**config.mk**
```make
export PLATFORM = sky130hd
export DESIGN_NAME = usb_mode_ctl
export DESIGN_NICKNAME = d
export VERILOG_FILES = /design/src/rtl/mode_pkg.sv /design/src/rtl/mode_cmd_dec.sv /design/src/rtl/mode_reg_core.sv /design/src/rtl/mode_irq_gen.sv /design/src/rtl/usb_mode_ctl.sv
export SDC_FILE = /design/constraint.sdc
export NUM_CORES = 1
export LEC_CHECK = 0
export ABC_AREA = 1
export ABC_CLOCK_PERIOD_IN_PS = 1700
export BUFFER_PORTS_ARGS = -buffer_cell sky130_fd_sc_hd__buf_4
export CAP_MARGIN = 20
export CORE_MARGIN = 1.5
export CORE_UTILIZATION = 49
export CTS_CLUSTER_DIAMETER = 100
export DETAILED_ROUTE_END_ITERATION = 6
export PLACE_DENSITY = 0.83
export SLEW_MARGIN = 25
export SYNTH_ARGS = -nofsm -noshare
export SYNTH_HDL_FRONTEND = slang
export SYNTH_HIERARCHICAL = 1
export SYNTH_SLANG_ARGS = --single-unit
```
**constraint.sdc**
```tcl
create_clock -name clk -period 1.7 [get_ports clk]
set_input_delay 0 -clock clk [delete_from_list [all_inputs] [get_ports clk]]
set_output_delay 0 -clock clk [all_outputs]
set_load 0.005 [all_outputs]
```
**src/rtl/mode_pkg.sv**
```systemverilog
package mode_pkg;
  localparam int WORD_W   = 8;
  localparam int SUSP_BIT = 5;
  localparam int IE_BIT   = 3;
  localparam int DBG_BIT  = 2;
  localparam int SOFT_BIT = 0;
  // bits that are implemented as storage; the rest read as zero
  localparam logic [WORD_W-1:0] RW_MASK = 8'h2D;

  typedef enum logic [1:0] {
    PEND_NONE = 2'd0,
    PEND_WR   = 2'd1,
    PEND_RD   = 2'd2
  } pend_e;

  typedef struct packed {
    logic ack;
    logic nak;
    logic err;
    logic iso_done;
    logic is_iso;
  } ep_ev_t;
endpackage

```
**src/rtl/mode_cmd_dec.sv**
```systemverilog
module mode_cmd_dec
  import mode_pkg::*;
#(
  parameter int BUS_W = 16,
  parameter logic [7:0] OPC_WR = 8'hB8,
  parameter logic [7:0] OPC_RD = 8'hB9
) (
  input  logic              clk,
  input  logic              rst,
  input  logic              cmd_stb,
  input  logic              dat_stb,
  input  logic [BUS_W-1:0]  bus_in,
  output logic              wr_en,
  output logic              rd_en,
  output logic [WORD_W-1:0] wr_byte
);
  pend_e pend_q;
  logic [WORD_W-1:0] low_byte;

  assign low_byte = bus_in[WORD_W-1:0];

  always_ff @(posedge clk) begin
    if (rst) begin
      pend_q <= PEND_NONE;
    end else if (cmd_stb) begin
      if (low_byte == OPC_WR)      pend_q <= PEND_WR;
      else if (low_byte == OPC_RD) pend_q <= PEND_RD;
      else                         pend_q <= PEND_NONE;
    end else if (dat_stb) begin
      pend_q <= PEND_NONE;
    end
  end

  // opcode phase takes precedence over a coincident data strobe
  assign wr_en   = dat_stb && !cmd_stb && (pend_q == PEND_WR);
  assign rd_en   = dat_stb && !cmd_stb && (pend_q == PEND_RD);
  assign wr_byte = low_byte;

  generate
    if (BUS_W > WORD_W) begin : g_wide
      logic unused_hi;
      assign unused_hi = ^bus_in[BUS_W-1:WORD_W];
    end
  endgenerate
endmodule

```
**src/rtl/mode_reg_core.sv**
```systemverilog
module mode_reg_core
  import mode_pkg::*;
(
  input  logic              clk,
  input  logic              rst,
  input  logic              wr_en,
  input  logic [WORD_W-1:0] wr_byte,
  output logic [WORD_W-1:0] mode_q,
  output logic              susp_pulse
);
  logic susp_q;
  logic unused_rsv;

  assign unused_rsv = ^(wr_byte & ~RW_MASK);

  generate
    for (genvar i = 0; i < WORD_W; i++) begin : g_bit
      if (RW_MASK[i]) begin : g_rw
        logic bit_q;
        always_ff @(posedge clk) begin
          if (rst)        bit_q <= 1'b0;
          else if (wr_en) bit_q <= wr_byte[i];
        end
        assign mode_q[i] = bit_q;
      end else begin : g_rsv
        assign mode_q[i] = 1'b0;
      end
    end
  endgenerate

  // suspend request on a written 1-to-0 transition of the control bit
  always_ff @(posedge clk) begin
    if (rst) susp_q <= 1'b0;
    else     susp_q <= wr_en && mode_q[SUSP_BIT] && !wr_byte[SUSP_BIT];
  end

  assign susp_pulse = susp_q;
endmodule

```
**src/rtl/mode_irq_gen.sv**
```systemverilog
module mode_irq_gen
  import mode_pkg::*;
(
  input  logic              clk,
  input  logic              rst,
  input  logic [WORD_W-1:0] mode_q,
  input  ep_ev_t            ev,
  input  logic              int_clr,
  input  logic              rd_en,
  output logic              irq
);
  logic ie, dbg, hit, irq_q;
  logic unused_mode;

  assign ie  = mode_q[IE_BIT];
  assign dbg = mode_q[DBG_BIT];
  assign unused_mode = ^{mode_q[WORD_W-1:IE_BIT+1], mode_q[DBG_BIT-1:0]};

  always_comb begin
    if (dbg) hit = ev.nak || ev.err;
    else     hit = (ev.ack && !ev.is_iso) || (ev.iso_done && ev.is_iso);
    hit = hit && ie;
  end

  always_ff @(posedge clk) begin
    if (rst || !ie)             irq_q <= 1'b0;
    else if (hit)               irq_q <= 1'b1;
    else if (int_clr || rd_en)  irq_q <= 1'b0;
  end

  assign irq = irq_q && ie;
endmodule

```
**src/rtl/usb_mode_ctl.sv**
```systemverilog
module usb_mode_ctl
  import mode_pkg::*;
#(
  parameter int BUS_W = 16,
  parameter logic [7:0] OPC_WR = 8'hB8,
  parameter logic [7:0] OPC_RD = 8'hB9
) (
  input  logic             clk,
  input  logic             rst,
  input  logic             cmd_stb,
  input  logic             dat_stb,
  input  logic [BUS_W-1:0] bus_in,
  input  logic             usb_bus_rst,
  input  logic             ev_ack,
  input  logic             ev_nak,
  input  logic             ev_err,
  input  logic             ev_iso_done,
  input  logic             ev_is_iso,
  input  logic             int_clr,
  input  logic             ext_pull_sel,
  output logic [BUS_W-1:0] rd_data,
  output logic             rd_valid,
  output logic             susp_pulse,
  output logic             irq,
  output logic             pullup_en
);
  logic              wr_en, rd_en;
  logic [WORD_W-1:0] wr_byte;
  logic [WORD_W-1:0] mode_q;
  logic [BUS_W-1:0]  rd_data_q;
  logic              rd_valid_q;
  ep_ev_t            ev;
  // bus reset deliberately has no path into the stored word
  logic              unused_busrst;

  assign unused_busrst = usb_bus_rst;
  assign ev = '{ack: ev_ack, nak: ev_nak, err: ev_err,
                iso_done: ev_iso_done, is_iso: ev_is_iso};

  mode_cmd_dec #(.BUS_W(BUS_W), .OPC_WR(OPC_WR), .OPC_RD(OPC_RD)) u_dec (
    .clk(clk), .rst(rst), .cmd_stb(cmd_stb), .dat_stb(dat_stb),
    .bus_in(bus_in), .wr_en(wr_en), .rd_en(rd_en), .wr_byte(wr_byte)
  );

  mode_reg_core u_reg (
    .clk(clk), .rst(rst), .wr_en(wr_en), .wr_byte(wr_byte),
    .mode_q(mode_q), .susp_pulse(susp_pulse)
  );

  mode_irq_gen u_irq (
    .clk(clk), .rst(rst), .mode_q(mode_q), .ev(ev),
    .int_clr(int_clr), .rd_en(rd_en), .irq(irq)
  );

  always_ff @(posedge clk) begin
    if (rst) begin
      rd_data_q  <= '0;
      rd_valid_q <= 1'b0;
    end else begin
      rd_valid_q <= rd_en;
      if (rd_en) rd_data_q <= BUS_W'(mode_q);
    end
  end

  assign rd_data   = rd_data_q;
  assign rd_valid  = rd_valid_q;
  assign pullup_en = mode_q[SOFT_BIT] && !ext_pull_sel;
endmodule

```
# After elaboration in Yosys (flattened, before gate mapping)
# Index checks and enable logic that the tools add are counted.
# classes
n_div	0
n_lt_le_gt_ge	0
bitwise_logic	0
addsub	0
reduce_logical	21
mux	7
n_shift	0
eq_ne	4
mul	0
# op_table
cell	count
$eq 8x8->1 const B	2
$logic_and 1x1->1	10
$mux 2	4
$logic_not 1->1	5
$logic_or 1x1->1	4
$reduce_bool 2->1	2
$mux 1	3
$eq 2x1->1 const B	1
$eq 2x2->1 const B	1
# totals
out_inout_bits	20
mem_bits_ro	0
memories	0
reg_bits	13
inputBits	28
ramBits	0
latch_bits	0
wordCells	41

# Depth between registers and ports, before layout
# Gate-level depths: netlist (run 1).
# logic_depth
depth_word	6
depth_mapped	8
ltp_nobuf	8

# Hierarchy
# Netlist (run 1), hierarchy kept.
# modules_own_cells
mod	cells_per_inst	n_inst	seq_area_each_um2	area_each_um2
usb_mode_ctl	64	1	180.2	436.7
mode_reg_core	38	1	100.1	275.3
mode_cmd_dec	35	1	40.0	202.7
mode_irq_gen	17	1	20.0	83.8

# Worst setup path after synthesis (run 1)
# Ideal clock, no wire load.
# synth_timing
path_type	reg-to-reg
startpoint	register u_dec.pend_q[1]
endpoint	register rd_data_q[3], in the netlist rd_data[3]
period_less_slack_ps	1124
setup_slack_ps	576
setup_ps	114
required_ps	1586
arrival_time_ps	1010
n_path_buf	2
path_stages_with_launch	8
cell_sequence	dfxtp_1 > inv_1 > nor3_1 > buf_6 > buf_6 > nand2_2 > nand2_1 > nor2_2
# synth_between
elab_chain_cells	2
# synth_rtl
item	line_no	rtl
start, declared	mode_cmd_dec.sv:17	pend_e pend_q;
start signal, assigned	mode_cmd_dec.sv:24	pend_q <= PEND_NONE;
start signal, assigned	mode_cmd_dec.sv:26	if (low_byte == OPC_WR) pend_q <= PEND_WR;
start signal, assigned	mode_cmd_dec.sv:27	else if (low_byte == OPC_RD) pend_q <= PEND_RD;
$eq 2x2->1	mode_cmd_dec.sv:36	assign rd_en = dat_stb && !cmd_stb && (pend_q == PEND_RD);
$logic_and 1x1->1	mode_cmd_dec.sv:36	
net rd_en	usb_mode_ctl.sv:27	logic wr_en, rd_en;
end signal, assigned	usb_mode_ctl.sv:61	if (rd_en) rd_data_q <= BUS_W'(mode_q);
end, declared	usb_mode_ctl.sv:30	logic [BUS_W-1:0] rd_data_q;
# The timed path passes the listed nets, and every way through them passes these cells.
# A chain may end at the register's enable or synchronous reset.

# Final worst setup path (run 1)
# layout_timing
startpoint	input port cmd_stb
endpoint	register u_reg.g_bit[5].g_rw.bit_q
# layout_between
elab_chain_cells	3
# layout_rtl
item	line_no	rtl
start, declared	usb_mode_ctl.sv:10	input logic cmd_stb,
$logic_not 1->1	mode_cmd_dec.sv:35	assign wr_en = dat_stb && !cmd_stb && (pend_q == PEND_WR);
$logic_and 1x1->1 (2 in a row)	mode_cmd_dec.sv:35	
net wr_en	usb_mode_ctl.sv:27	
end signal, assigned	mode_reg_core.sv:22	else if (wr_en) bit_q <= wr_byte[i];
end, declared	mode_reg_core.sv:19	logic bit_q;
# The timed path passes the listed nets, and every way through them passes these cells.

==> metrics.md, run 1 <==
| Metric | Value |
|---|---|
| Outcome | finished clean |
| Setup crit start kind | input port |
| VDD IR-drop max | 0.000425 V |
| Power share of the clock group | 31.5% |
| Tmin final | 1.36 ns |
| Slew @ Worst Pin | 0.660 ns |
| Worst path most repeated cell | nand2_1 |
| Synth-to-Final Area Change | 20.7% |
| Synthesized area | 968 µm² |
| Worst slack, placed | 0.440 ns |
| Setup ws final | 0.343 ns |
| CP required | 1.89 ns |
| Per-cell routed wire length | 8.68 µm |
| Seq pwr share | 56.7% |
| Core area | 1780 µm² |
| CP Class | in2reg |
| CP top delay family | simple AND/OR/NAND/NOR gates |
| Initial Util | 54.3% |
| Layout cells sized above 1 | 26.0% |
| CP Capture Type | register |
| Final Hold Fails | 0 |
| Num CTS Buffers | 3 |
| Root Driver | clkbuf_4 |
| Final period util | 79.8% |
| DRT iter0 DRCs | 9 |
| CTS Buffer Depth | 2 |
| Leakage | 0.586 nW |
| WP buf/inv | 3 |
| Max Transition Viols Final | 0 |
| Drt drc | 0 |
| Synth warn | 6 |
| Hold depth | 5 |
| Chip height | 47.5 µm |
| ANT cells | 0 |
| Die width | 47.5 µm |
| Tot GR Track Use | 17.3% |
| Via/cell ratio | 4.06 |
| Stages on worst setup path | 8 |
| Setup bufs post-CTS | 0 |
| Largest net degree at the start of global routing | 18 |
| Post_cts resized | 0 |
| Synth Instances | 150 |
| CTS clk-pin slew, worst paths | 0.11 ns |
| Cell row count | 15 |
| Total power | 0.703 mW |
| Cell Count, Final, Fillers Out | 202 |
| Switching power | 0.172 mW |
| Die area | 2250 µm² |
| Logic pwr share | 11.8% |
| Layout net count | 206 |
| Port buffer count | 30 |
| Worst path max stage delay | 0.53 ns |
| Maxcap violations | 0 |
| I/O Pins | 48 |
| Initial antenna violation count | 0 |
| CTS tree | done |
| H-tree depth | 1 |
| Cell Int Power | 0.530 mW |
| First drt pass iteration count | 4 |
| Placed instance count | 193 |
| Final Util | 65.5% |
| Final setup viols | 0 |
| Reg2Reg Setup Slack | 0.40 ns |
| Sw frac | 24.5% |
| RSZ-0062 raised after global routing | false |
| Pwr per Cell Area | 601 nW/µm² |
| Grt total ovfl | 0 |
| ANT nets after route | 0 |
| Skew final | 0.00484 ns |
| Final WL | 1750 µm |
| TritonCTS Sinks | 17 |
| Final RePlAce weighted congestion | 0.717 |
| Vias in the first global route | 681 |
| Global-route wire length before repair | 2700 µm |
| Worst path cell trace | dlygate4sd3_1, buf_4, inv_1, nand2_1, nor2_1, nand2_2, nand2_1, nor2_2 |
| Vias | 821 |
| Slowest cell on the critical path | dlygate4sd3_1 |
| Critical Path AT | 1.55 ns |
| Avg Synthesized Cell Area | 6.46 µm² |
| Min-Delay Path Class | in2reg |
| Worst r2r path cells | 6 |
| Critical Path Fanout Max | 8 |
| Relative slew slack | 55.9% |
| Clock Latency Late Sink | 0.29 ns |
| Setup TNS | 0 ns |
| Fmax | 0.737 GHz |
| Final HPWL DP | 1310 µm |
[worst reg2reg max path, cell delays in order (launching register included)]
cell and delay (ns):
dfxtp_1 0.33, inv_1 0.08, nand2_1 0.06, nor2_1 0.51, nand2_2 0.11, nand2_1 0.09
nor2_2 0.03
[per-stage QoR]
| step | hold slack [ns] | instance area [µm²] |
|---|---|---|
| 2_1_floorplan | 0.0311 | 1010 |
| 3_3_place_gp | 0.222 | 1090 |
| 3_5_place_dp | 0.222 | 1090 |
| 4_1_cts | 0.00771 | 1170 |
| 5_1_grt | 0.00804 | 1170 |
| 6_report | 0.00983 | 1170 |
[cell usage in the layout (no fill, tap or decap)]
cell           count
inv_2              1
nor2_1            33
inv_1             25
nand2_2            5
o21ai_1            2
conb_1            12
clkinv_2           2
buf_4             31
dfxtp_1           17
nor3_2             1
dlygate4sd3_1      5
clkbuf_4           3
a21oi_1            2
nand3_1            3
nand2_1           32
nor2_2             3
[power by group through the flow]
stage	sequential [mW]	combinational (mW)	clock, mW
final	0.398	0.0828	0.222
after global routing	0.399	0.0930	0.242
after CTS	0.398	0.0821	0.227
after detailed placement	0.407	0.0727	0
after global placement	0.407	0.0702	0
after floorplan	0.407	0.0587	0
[metal layers]
layer | track usage [%] | up-vias | wire, µm
li1 | - | 450 | -
met1 | 19.5 | 344 | 759
met2 | 31.6 | 25 | 890
met3 | 2.26 | 2 | 91
met4 | 8.33 | 0 | 12
met5 | 0 | - | 0
[flip-flops by register name, summed over array words and instances (netlist names)]
name                    flops
rd_data                     8
u_reg/g_bit.g_rw.bit_q      4
u_dec/pend_q                2
rd_valid                    1
u_irq/irq_q                 1
u_reg/susp_pulse            1
[area by class of cell]
class	instances	area, µm²
Clock inverter	1	5.00
Multi-Input combinational cell	93	384
Timing Repair Buffer	36	283
Fill cell	164	614
Inverter	27	103
Clock buffer	3	22.5
Sequential cell	17	340
Tap cell	25	31.3
[what timing repair did]
item	in CTS	in global routing
endpoints found under the setup margin	0	0
endpoints found under the hold margin	5	0
hold buffers	5	0
[path summary, 6_finish.rpt]
path | endpoint | from
hold / removal | u_reg/g_bit[2].g_rw.bit_q | bus_in[2]
setup / recovery | u_reg/g_bit[5].g_rw.bit_q | cmd_stb
setup reg to reg | u_reg/g_bit[5].g_rw.bit_q | u_dec/pend_q[1]
hold reg to reg | u_reg/susp_pulse | u_reg/g_bit[5].g_rw.bit_q
Note: power is estimated with default switching activity, not from simulation.
==> run 2: changes to the inputs <==
- ABC_AREA: 1 -> 0
- ABC_CLOCK_PERIOD_IN_PS: 1700 -> 1100
- CORE_UTILIZATION: 49 -> 39
- PLACE_DENSITY: 0.83 -> 0.73
- clock period: 1.7 -> 1.1 ns (I/O delays scaled with it)
==> run 2 against run 1 <==
  * The flow now finishes with violations (setup timing)
  * Critical endpoint is now rd_data[0]
  * Wire length shrank 14%
  * Core utilization shrank 12 points
  * Global-route usage shrank 4.5 points
  * Clock skew shrank 0.0018 ns
  * Final cell count shrank 31%
  * Clock power grew 46%
  * Cell area shrank 7.6%
  * Clock-buffer cell count is the same
  * Sequential share of layout area grew 2.6 points
  * Combinational power grew 24%
  * Area after synthesis shrank 11%
==> metrics.md, run 2 <==
| Metric | Value |
|---|---|
| CP top delay family | flip-flops |
| Drt drc | 0 (unchanged) |
| Vias in the first global route | 569 (-16%) |
| H-tree depth | 1 (unchanged) |
| Die area | 2490 µm² (+10%) |
| Die width | 49.9 µm (+5.1%) |
| Final setup viols | 13 (+13) |
| Slowest cell on the critical path | dfxtp_2 |
| CP Capture Type | register |
| Maxcap violations | 0 (unchanged) |
| CTS clk-pin slew, worst paths | 0.10 ns (about the same) |
| Synth warn | 6 (unchanged) |
| Setup crit start kind | register |
| Outcome | complete, but fails checks |
| Initial antenna violation count | 0 (unchanged) |
| Setup bufs post-CTS | 0 (unchanged) |
| Root Driver | clkbuf_4 |
| Cell Count, Final, Fillers Out | 140 (-31%) |
| First drt pass iteration count | 4 (unchanged) |
| Critical Path AT | 1.39 ns (-0.16 ns) |
| Tmin final | 1.20 ns |
| TritonCTS Sinks | 17 (unchanged) |
| Per-cell routed wire length | 10.7 µm (+23%) |
| Pwr per Cell Area | 965 nW/µm² (+60%) |
| CP Class | reg2reg |
| Final period util | 109% |
| I/O Pins | 48 (unchanged) |
| Synthesized area | 857 µm² (-11%) |
| RSZ-0062 raised after global routing | true |
| Initial Util | 42.4% (-12 points) |
| Synth-to-Final Area Change | 26.0% |
| CTS tree | done |
| Critical Path Fanout Max | 9 (+1) |
| CP required | 1.28 ns (-0.61 ns) |
| Failing checks | setup timing |
| WP buf/inv | 1 (-2) |
| Chip height | 49.9 µm (+5.1%) |
| CTS Buffer Depth | 2 (unchanged) |
| Tot GR Track Use | 12.8% (-4.5 points) |
| ANT cells | 0 (unchanged) |
| Max Transition Viols Final | 0 (unchanged) |
| Synth Instances | 86 (-43%) |
| Final WL | 1500 µm (-14%) |
| VDD IR-drop max | 0.000573 V (+35%) |
| Grt total ovfl | 0 (unchanged) |
| Layout cells sized above 1 | 37.2% (+11 points) |
| ANT nets after route | 0 (unchanged) |
| Final Util | 53.4% (-12 points) |
| Worst path max stage delay | 0.35 ns (-0.18 ns) |
| Layout net count | 142 (-31%) |
| Placement Cell Area | 1010 µm² (-7.7%) |
| Final Hold Fails | 0 (unchanged) |
| Avg Synthesized Cell Area | 9.97 µm² (+54%) |
| Skew final | 0.00301 ns (-0.00183 ns) |
| Worst slack, placed | -0.128 ns (-0.568 ns) |
| Num CTS Buffers | 3 (unchanged) |
| Core area | 2020 µm² (+13%) |
| Final instance area | 1080 µm² (-7.6%) |
| Min-Delay Path Class | in2reg |
| Setup ws final | -0.102 ns (-0.445 ns) |
| Most frequent cells in the layout | buf_4, dfxtp_1, mux2i_1, nor2_1, conb_1 |
| Via/cell ratio | 4.35 (+7.0%) |
| Vias | 609 (-26%) |
| Max reg flops | 8 (unchanged) |
| Cell row count | 16 (+1) |
| Port buffer count | 30 (unchanged) |
| DRT iter0 DRCs | 7 (-2) |
| Global-route wire length before repair | 2440 µm (-9.5%) |
| Final HPWL DP | 1180 µm (-10%) |
| Largest net degree at the start of global routing | 20 (+2) |
| Final RePlAce weighted congestion | 0.629 (-12%) |
| Leakage | 0.471 nW (-20%) |
| Fmax | 0.832 GHz |
| Worst path cell trace | nor4bb_4, buf_6, mux2i_1, nor2_1 |
| Placed instance count | 132 (-32%) |
| Most common cell after layout, fill and taps aside | buf_4 |
| Clock Latency Late Sink | 0.28 ns (about the same) |
[run 2: where the power goes]
part / internal, mW / switching (mW) / leakage (nW)
registers: 0.615 / 0.000128 / 0.138
clock network: 0.135 / 0.189 / 0.0177
logic: 0.0625 / 0.0405 / 0.315
[run 2: repair_timing]
action                                  CTS  global route
endpoints found under the setup margin   13            15
gates resized for setup                   2             0
pin swaps                                 0             1
endpoints found under the hold margin     6             0
hold buffers                              4             0
[run 2: through the flow]
stage	total power, mW	setup TNS (ns)	hold slack [ns]
6_report	1.04	-0.773	0.0164
5_1_grt	1.09	-2.17	0.0159
4_1_cts	1.05	-0.922	0.00806
3_5_place_dp	0.721	-0.902	0.229
3_3_place_gp	0.718	-0.568	0.223
2_1_floorplan	0.699	-0.00728	0.0302
[run 2: routing by layer]
layer  GRT usage [%]  vias to the layer above  wire length (µm)
li1                -                      312                 -
met1            15.8                      270               666
met2            21.1                       27               738
met3            5.76                        0                96
met4            1.39                        0                 0
met5               0                        -                 0
[run 2: layout make-up]
type / count / area, µm²
Clock buffer: 3 / 22.5
Clock inverter: 1 / 5.00
Fill cell: 195 / 942
Multi-Input combinational cell: 56 / 392
Sequential cell: 17 / 343
Tap cell: 27 / 33.8
Timing Repair Buffer: 36 / 284
[run 2: path summary, 6_finish.rpt]
| kind | from | to | slack, ns | cells past startpoint |
|---|---|---|---|---|
| min | rst | u_reg/g_bit[0].g_rw.bit_q | 0.02 | 2 |
| max reg2reg | u_dec/pend_q[0] | rd_data[0] | -0.10 | 4 |
| max | u_dec/pend_q[0] | rd_data[0] | -0.10 | 4 |
| min reg2reg | rd_data[1] | rd_data[1] | 0.50 | 2 |
==> run 3: changes to the inputs <==
- CORE_UTILIZATION: 39 -> 34
- PLACE_DENSITY: 0.73 -> 0.72
- SYNTH_HIERARCHICAL: 1 -> unset
==> run 3 against run 2 <==
  * The flow finishes with violations (hold timing, setup timing)
  * Combinational power down 6%
  * Via count down 16%
  * Flip-flop and latch count fell by 4
  * Sequential share of layout area down 3.1 points
  * Die area is 15% lower
  * Area after synthesis decreased by 27%
  * First-iteration DRC count fell by 86%
  * Clock power down 10%
  * Non-clock buffer count is 2 lower
  * Register-to-register slack about the same
  * Synthesized cell count fell by 24%
  * Largest power group unchanged
==> metrics.md, run 3 <==
| Metric | Value |
|---|---|
| Synth unique cells | 20 |
| FFs w/ async S/R, synth | 0% |
| Hold path start | rst |
| Vias in the first global route | 452 (-21%) |
| CP required | 1.26 ns (-0.02 ns) |
| First drt pass iteration count | 2 (-2) |
| I/O Pins | 48 (unchanged) |
| CTS Buffer Depth | 2 (unchanged) |
| Root Driver | clkbuf_4 |
| Pwr per Cell Area | 935 nW/µm² (-3.1%) |
| Most frequent cell after synthesis | buf_4 |
| Largest net degree at the start of global routing | 14 (-30%) |
| Final RePlAce weighted congestion | 0.727 (+16%) |
| Grt total ovfl | 0 (unchanged) |
| Worst Hold End | u_reg.g_bit[2].g_rw.bit_q |
| Tot GR Track Use | 12.3% (-0.50 points) |
| Synth warn | 0 (-6) |
| Final setup viols | 9 (-4) |
| Worst slack, placed | -0.0473 ns (+0.0807 ns) |
| M1 wire length | 485 µm (-27%) |
| Num CTS Buffers | 3 (unchanged) |
| Skew final | 0.00400 ns (+0.000997 ns) |
| Cell row count | 15 (-1) |
| Fmax | 0.837 GHz (+0.62%) |
| Synthesized area | 626 µm² (-27%) |
| Outcome | complete, but fails checks |
| Failing checks | hold timing, setup timing |
| Final Hold Fails | 4 (+4) |
| Setup TNS | -0.443 ns (+0.330 ns) |
| Avg Synthesized Cell Area | 9.62 µm² (-3.4%) |
| Setup crit start kind | register |
| Die area | 2110 µm² (-15%) |
| Final HPWL DP | 889 µm (-24%) |
| Per-cell routed wire length | 9.90 µm (-7.6%) |
| Clock Latency Late Sink | 0.27 ns (about the same) |
| Critical Path AT | 1.36 ns (-0.03 ns) |
| Global-route wire length before repair | 1800 µm (-26%) |
| Final Util | 53.0% (-0.36 points) |
| Placed instance count | 115 (-13%) |
| Layout net count | 128 (-9.9%) |
| Most common cell after layout, fill and taps aside | buf_4 |
| CP Class | reg2reg |
| Hold depth | 2 (unchanged) |
| H-tree depth | 1 (unchanged) |
| Leakage | 0.416 nW (-12%) |
| Hold_ws | -0.00643 ns (-0.0228 ns) |
| Max Transition Viols Final | 0 (unchanged) |
| Final period util | 109% (-0.68 points) |
| Vias | 512 (-16%) |
| RSZ-0062 raised after global routing | true |
| Reg2Reg Setup Slack | -0.09 ns (about the same) |
| CP Capture Type | register |
| Met3 wire len | 91 µm (-5.2%) |
| WL met2 | 639 µm (-13%) |
| Synth top area cells | dfxtp_1, buf_4, mux2i_1 |
| Synth Flop Type | dfxtp_1 |
| CTS tree | done |
| Setup ws final | -0.0943 ns (+0.00744 ns) |
| Core area | 1730 µm² (-15%) |
| RR Endpoint | rd_data[0] |
| Hold_buf cts | 4 (unchanged) |
| Via/cell ratio | 4.13 (-5.1%) |
| Initial Util | 36.2% (-6.2 points) |
| Port buffer count | 26 (-13%) |
| Final WL | 1230 µm (-18%) |
| Seq/Total Area, Yosys | 41.6% |
| CTS clk-pin slew, worst paths | 0.08 ns (-0.02 ns) |
| DRT iter0 DRCs | 1 (-6) |
| Cell Count, Final, Fillers Out | 124 (-11%) |
| Most frequent cells in the layout | buf_4, conb_1, dfxtp_1 |
| Yosys top cell area share | 41.6% |
| DR top layer | met4 |
| Die width | 45.9 µm (-8.0%) |
| Chip height | 45.9 µm (-8.0%) |
| VDD IR-drop max | 0.000425 V (-26%) |
| Worst r2r path cells | 4 (unchanged) |
| Yosys reg bits | 13 |
| Synth-to-Final Area Change | 46.4% |
| Post-synth top area cell | dfxtp_1 |
| TritonCTS Sinks | 13 (-4) |
| ANT nets after route | 0 (unchanged) |
| Fillers | 167 (-14%) |
| ANT cells | 0 (unchanged) |
| Drt drc | 0 (unchanged) |
| Tmin final | 1.19 ns (-0.00744 ns) |
| Synth Instances | 65 (-24%) |
| Critical Path Fanout Max | 4 (-5) |
| Reg2reg start | u_dec.pend_q[0] |
| Maxcap violations | 0 (unchanged) |
| Initial antenna violation count | 0 (unchanged) |
| Min-Delay Path Class | in2reg |
| Layout cells sized above 1 | 39.4% (+2.2 points) |
| Post-synth EDFFs | 0 |
| Synth top cells by count | buf_4, dfxtp_1, nor2_1 |
[run 3: layout make-up]
class | count | area, µm² | area share [%]
Multi-Input combinational cell | 45 | 315 | 34.4
Timing Repair Buffer | 34 | 269 | 29.4
Sequential cell | 13 | 263 | 28.7
Tap cell | 25 | 31.3 | 3.42
Clock buffer | 4 | 26.3 | 2.87
Inverter | 3 | 11.3 | 1.23
[run 3: power breakdown]
part	switching, mW	internal [mW]
logic	0.0370	0.0594
clock network	0.149	0.140
registers	0.000123	0.470
[run 3: what timing repair did]
item                                   4_1_cts  5_1_grt
pin swaps                                    2        2
buffers inserted                             1        1
gates resized for setup                      2        5
endpoints found under the hold margin       10        6
setup endpoints to repair                    8       10
[run 3: cell families after synthesis]
kind of cell    after synthesis  synth area share, %
other cells                   1                0.599
buf+inv                      18                 19.2
compound gates                4                 5.60
simple gates                 20                 18.4
mux                           9                 14.6
flops                        13                 41.6
[run 3: per-stage QoR]
| step | hold WS, ns | area [µm²] | power, mW |
|---|---|---|---|
| floorplan | 0.0302 | 667 | 0.537 |
| global placement | 0.205 | 807 | 0.561 |
| detailed placement | 0.212 | 807 | 0.562 |
| CTS | -0.0211 | 883 | 0.868 |
| global route | -0.00687 | 916 | 0.910 |
| finish | -0.00643 | 916 | 0.856 |
[run 3: routing by layer]
layer / vias up / global-route usage [%]
met5: - / 0
met4: 0 / 8.57
met3: 2 / 2.38
met2: 22 / 20.3
met1: 225 / 14.0
li1: 263 / -
[run 3: worst max path at each step]
stage,from,end,cells past startpoint
after floorplan,u_dec.pend_q[0],rd_data[3],4
after global placement,u_dec.pend_q[1],u_reg.g_bit[3].g_rw.bit_q,4
after detailed placement,u_dec.pend_q[0],rd_data[0],4
after CTS,u_dec.pend_q[0],rd_data[0],4
after global routing,u_dec.pend_q[0],rd_data[0],4
final,u_dec.pend_q[0],rd_data[0],4
[run 3: worst max-delay path, cell delays in order, from the launching register on]
cell and delay (ns):
dfxtp_2 0.34, nor4bb_4 0.31, buf_4 0.20, mux2i_1 0.18, nor2_1 0.05
